[src/rtl/hmacPkg.sv]
`timescale 1ns/1ps
package hmacPkg;
  localparam int DATA_W  = 32;
  localparam int HALF_W  = DATA_W / 2;
  localparam int IDX_W   = 4;
  // instruction field positions that the decoder relies on
  localparam int DST_LSB  = 16;
  localparam int SELA_BIT = 5;
  localparam int SELB_BIT = 6;
  localparam logic [7:0] CLASS_HI = 8'h10;  // expected value of bits [27:20]

  // strobes from control to datapath
  typedef struct packed {
    logic             issue;
    logic             hiA;
    logic             hiB;
    logic [IDX_W-1:0] dst;
  } hmacCmd_t;
endpackage

[src/rtl/hmacCtrl.sv]
`timescale 1ns/1ps
module hmacCtrl
  import hmacPkg::*;
(
  input  logic              instrValid,
  input  logic [DATA_W-1:0] instrWord,
  output hmacCmd_t          cmd
);
  logic isClass;

  // class match; the condition nibble [31:28] is not examined
  always_comb begin
    isClass = (instrWord[27:20] == CLASS_HI) && instrWord[7] && !instrWord[4];
    cmd.issue = instrValid && isClass;
    cmd.hiA   = instrWord[SELA_BIT];
    cmd.hiB   = instrWord[SELB_BIT];
    cmd.dst   = instrWord[DST_LSB +: IDX_W];
  end
endmodule

[src/rtl/hmacDatapath.sv]
`timescale 1ns/1ps
module hmacDatapath
  import hmacPkg::*;
(
  input  logic              clk,
  input  logic              rst,
  input  hmacCmd_t          cmd,
  input  logic [DATA_W-1:0] srcA,
  input  logic [DATA_W-1:0] srcB,
  input  logic [DATA_W-1:0] srcAcc,
  output logic              wrEn,
  output logic [IDX_W-1:0]  wrIdx,
  output logic [DATA_W-1:0] wrData,
  output logic              qFlag
);
  logic [1:0][DATA_W-1:0] srcPair;
  logic [1:0]             selHi;
  logic [1:0][HALF_W-1:0] halfSel;

  logic signed [DATA_W-1:0] prod;
  logic signed [DATA_W-1:0] sum;
  logic                     addOvf;

  assign srcPair = {srcB, srcA};
  assign selHi   = {cmd.hiB, cmd.hiA};

  // per-operand halfword pick
  for (genvar g = 0; g < 2; g++) begin : gHalf
    assign halfSel[g] = selHi[g] ? srcPair[g][DATA_W-1:HALF_W] : srcPair[g][HALF_W-1:0];
  end

  // signed multiply, wrapping add, overflow from the operand and sum signs
  always_comb begin
    prod   = $signed(halfSel[0]) * $signed(halfSel[1]);
    sum    = prod + $signed(srcAcc);
    addOvf = (prod[DATA_W-1] == srcAcc[DATA_W-1]) && (sum[DATA_W-1] != prod[DATA_W-1]);
  end

  always_ff @(posedge clk) begin
    if (rst) begin
      wrEn   <= 1'b0;
      wrIdx  <= '0;
      wrData <= '0;
      qFlag  <= 1'b0;
    end else begin
      wrEn <= cmd.issue;
      if (cmd.issue) begin
        wrIdx  <= cmd.dst;
        wrData <= sum;
        qFlag  <= qFlag | addOvf;
      end
    end
  end

  // a 16x16 signed product always fits the range -(2^30 - 2^15) .. 2^30
  a_r3_prod_range: assert property (@(posedge clk) disable iff (rst)
    cmd.issue |-> (prod <= 32'sh4000_0000 && prod >= -32'sh3FFF_8000));

  // the flag never falls outside reset
  a_r6_q_sticky: assert property (@(posedge clk) disable iff (rst)
    qFlag |=> qFlag);

  // the flag rises only after an accepted instruction
  a_r5_q_rise_on_issue: assert property (@(posedge clk) disable iff (rst)
    $rose(qFlag) |-> $past(cmd.issue));

  // write enable follows the control strobe by one cycle
  a_r7_wr_follows_issue: assert property (@(posedge clk) disable iff (rst)
    cmd.issue |=> wrEn);

  // idle cycles drop the enable and hold the result
  a_r8_idle_holds: assert property (@(posedge clk) disable iff (rst)
    !cmd.issue |=> (!wrEn && $stable(wrData) && $stable(wrIdx) && $stable(qFlag)));
endmodule

[src/rtl/hmacUnit.sv]
`timescale 1ns/1ps
module hmacUnit
  import hmacPkg::*;
(
  input  logic              clk,
  input  logic              rst,
  input  logic              instrValid,
  input  logic [DATA_W-1:0] instrWord,
  input  logic [DATA_W-1:0] srcA,
  input  logic [DATA_W-1:0] srcB,
  input  logic [DATA_W-1:0] srcAcc,
  output logic              wrEn,
  output logic [IDX_W-1:0]  wrIdx,
  output logic [DATA_W-1:0] wrData,
  output logic              qFlag
);
  hmacCmd_t cmd;

  hmacCtrl ctrl_i (
    .instrValid (instrValid),
    .instrWord  (instrWord),
    .cmd        (cmd)
  );

  hmacDatapath dp_i (
    .clk    (clk),
    .rst    (rst),
    .cmd    (cmd),
    .srcA   (srcA),
    .srcB   (srcB),
    .srcAcc (srcAcc),
    .wrEn   (wrEn),
    .wrIdx  (wrIdx),
    .wrData (wrData),
    .qFlag  (qFlag)
  );

  // nothing is written in the cycle after reset
  a_r9_reset_quiet: assert property (@(posedge clk)
    rst |=> !wrEn && !qFlag);
endmodule

[config.mk]
export PLATFORM = sky130hd
export DESIGN_NAME = hmacUnit
export DESIGN_NICKNAME = d
export VERILOG_FILES = /design/src/rtl/hmacPkg.sv /design/src/rtl/hmacCtrl.sv /design/src/rtl/hmacDatapath.sv /design/src/rtl/hmacUnit.sv
export SDC_FILE = /design/constraint.sdc
export NUM_CORES = 1
export LEC_CHECK = 0
export CORE_UTILIZATION = 50
export DETAILED_ROUTE_END_ITERATION = 10
export PLACE_DENSITY = 0.81
export SLEW_MARGIN = 20
export SYNTH_ARGS = -nofsm -noshare
export SYNTH_HDL_FRONTEND = slang
export SYNTH_SLANG_ARGS = --single-unit
[constraint.sdc]
create_clock -name clk -period 30.3 [get_ports clk]
set_input_delay 6.06 -clock clk [delete_from_list [all_inputs] [get_ports clk]]
set_output_delay 6.06 -clock clk [all_outputs]
set_load 0.1 [all_outputs]
==> impl_results.md <==
- Clock root cell: clkbuf_16
- Cell mode on critical path: fa_1
- CP Max Fanout: 31
- Top_reg_cell synth: dfxtp_1
- Post-route DRC: 0
- Floorplan Core Area: 25,300 sq um
- Placement Cell Area: 15,000 sq um
- Die area: 26,600 sq um
- Final hold vios: 0
- F_max: 0.0661 GHz
- Die X: 163 um
- Synth cell types: 69
- CP Capture Type: flop
- CTS hold repair buffers: 0
- Worst Setup SP: instrWord[5]
- Delay-heaviest family, CP: adder cells
- Placer Congestion: 0.922
- Max cap viols: 0
- Antenna violations before repair: 0
- Clock sinks: 38
- CP max stage cell: mux2i_1
- Total Wirelength: 33.3 mm
- DP HPWL: 27.9 mm
- Tmin final: 15.12 ns
- Clk buf depth: 2
- Max H-tree Level: 2
- Relative slew slack: 0.207
- Wire per inst: 16.9 um
- Yosys top cell area share: 0.406
- Async SR Flop Fraction: 0
- Post-synth EDFFs: 0
- Initial DRC Count: 549
- CP bufs+invs: 6
- Via count: 10,800
- Port Buf Inserts: 152
- CTS tree: built
- Top post-synthesis cells by area: fa_1 41%, ha_1 11%, inv_1 8.9%, dfxtp_1 5.9%, nand2_1 5.3%
- I/O pin count: 169
- Largest net degree at the start of global routing: 45
- CP Class: input port to flop
- Status: completed
- Required time of the critical path: 30.51 ns
- Synth Register Bits: 38
- Cells after Synth: 1,489
- Crit-path max cell delay: 0.99 ns
- Crit path depth: 35
- Average size of a mapped cell: 8.72 sq um
- Post-route ant nets: 0
- Critical Path Start Type: input port
- Placed cells: 1,960
- Cell accounting for the most synthesized area: fa_1
- Post-Layout Cell Count: 1,966
- Critical path endpoint: dp_i.wrData[31]
- Syn Nets: 1,996
- Worst skew pair latency: 0.28 ns
- Skew final: 0 ns
- RSZ-0062 raised after global routing: no
- Sequential share of the synthesized area: 0.0586
- Initial Utilization: 0.513
- Setup TNS: 0 ns
- First-pass GRT wire length: 54.4 mm
- R2r setup slk: 29.54 ns
- Site Rows: 58
- Total CTS buffers: 5
- R2R Path End: dp_i.wrData[20]
- WHS: 0.451 ns
- P&R area growth vs syn: 16.2%
- GRT Resource Usage Total: 0.260
- Setup Buffers After CTS: 0
- Worst EP arrival: 15.33 ns
- Slew Limit Fails: 0
- Clk slew on worst S/H paths: 0.05 ns
- # nets final: 2,144
- R2R cell count: 2
- Number of global-route vias before repair: 11,200
- RR Startpoint: dp_i.wrData[20]
- Synthesis Warnings: 0
- Slew @ Worst Pin: 1.16 ns
- Vias per cell: 5.50
- Final Cell Area: 15,100 sq um
- Synth Cell Area: 13,000 sq um
- Fin crit share: 0.499
- Worst hold path class: flop to flop
- CTS resizes: 0
- Die Span Y: 163 um
- Setup violators final: 0
- Initial DRT Pass Iterations: 5
- Layout cells sized above 1: 0.0501
- Number of diodes: 0
- GRT Residual Overflow: 0
-- cell type report --
class / instances / area, sq um
clock buffer: 6 / 139
inverter: 310 / 1160
tap: 330 / 413
sequential: 38 / 761
fill: 2162 / 10200
multi-input combinational: 1109 / 10900
timing repair buffer: 173 / 1680
-- tightest hold or removal path, cell delays in order (launching register included) --
cell,delay [ns]
dfxtp_1,0.30
nand2_1,0.05
a21oi_1,0.05
-- sequential cells by signal (all words and copies together), names as in the netlist --
name,cells
dp_i.wrEn,1
dp_i.wrIdx,4
dp_i.qFlag,1
dp_i.wrData,32
-- placed cells by master, fill, tap and decap left out, types with 6 or more instances in the layout --
master           count
clkdlybuf4s50_1    152
nand2b_1             9
xnor2_1             41
nor2_1             159
mux2_2              27
or2_2                8
inv_1              308
nor2b_1              6
mux2i_1             31
nand2_1            183
fa_1               263
nor3_1               9
nor3b_1              6
dfxtp_1             38
and2_1               6
xor2_1              18
o21bai_1             9
a211oi_1             9
buf_4               21
and3_1               7
nand3_1             10
a21oi_1             77
a21o_1              33
ha_1               113
o21ai_0             13
-- how the worst min path moves through the flow --
stage | endpoint | cells past startpoint | startpoint | slack (ns)
after detailed placement | dp_i.wrIdx[0] | 2 | dp_i.wrIdx[0] | 0.45
after floorplan | dp_i.wrData[21] | 2 | dp_i.wrData[21] | 0.88
after CTS | dp_i.wrIdx[0] | 2 | dp_i.wrIdx[0] | 0.45
after global placement | dp_i.wrData[29] | 2 | dp_i.wrData[29] | 0.44
final | dp_i.wrData[18] | 2 | dp_i.wrData[18] | 0.45
after global routing | dp_i.wrData[24] | 2 | dp_i.wrData[24] | 0.47
-- synth_stat cells, drive strengths merged (10+ instances only) --
library cell,n
fa,263
mux2i,31
nand2,184
inv,309
nor2,159
nor3,11
nand3,10
mux2,27
a21oi,80
xnor2,41
dfxtp,38
xor2,18
clkbuf,28
a21o,33
o21ai,18
ha,113
a211oi,12
-- per-stage QoR --
step	util	setup WS (ns)
2_1_floorplan	-	15.89
3_3_place_gp	0.590	15.13
3_5_place_dp	0.590	14.95
4_1_cts	0.596	15.21
5_1_grt	0.596	14.66
6_report	0.596	15.18
-- logic make-up after synthesis --
kind of cell | Yosys count | synth area share
xor gates and xnor gates | 59 | 0.0398
muxes | 58 | 0.0473
buffers and inverters | 342 | 0.0991
DFF | 38 | 0.0586
and+or+nand+nor | 421 | 0.140
adders and majority gates | 376 | 0.514
AOI/OAI and AO/OA | 195 | 0.101
-- layer usage --
layer	track usage	wire length, um
met1	0.320	12700
met2	0.446	16800
met3	0.0396	2030
met4	0.126	1730
met5	0	0
Power is left out: the tool's default activity adds up to more than one toggle a clock period on the data nets, which glitch-free logic cannot reach.
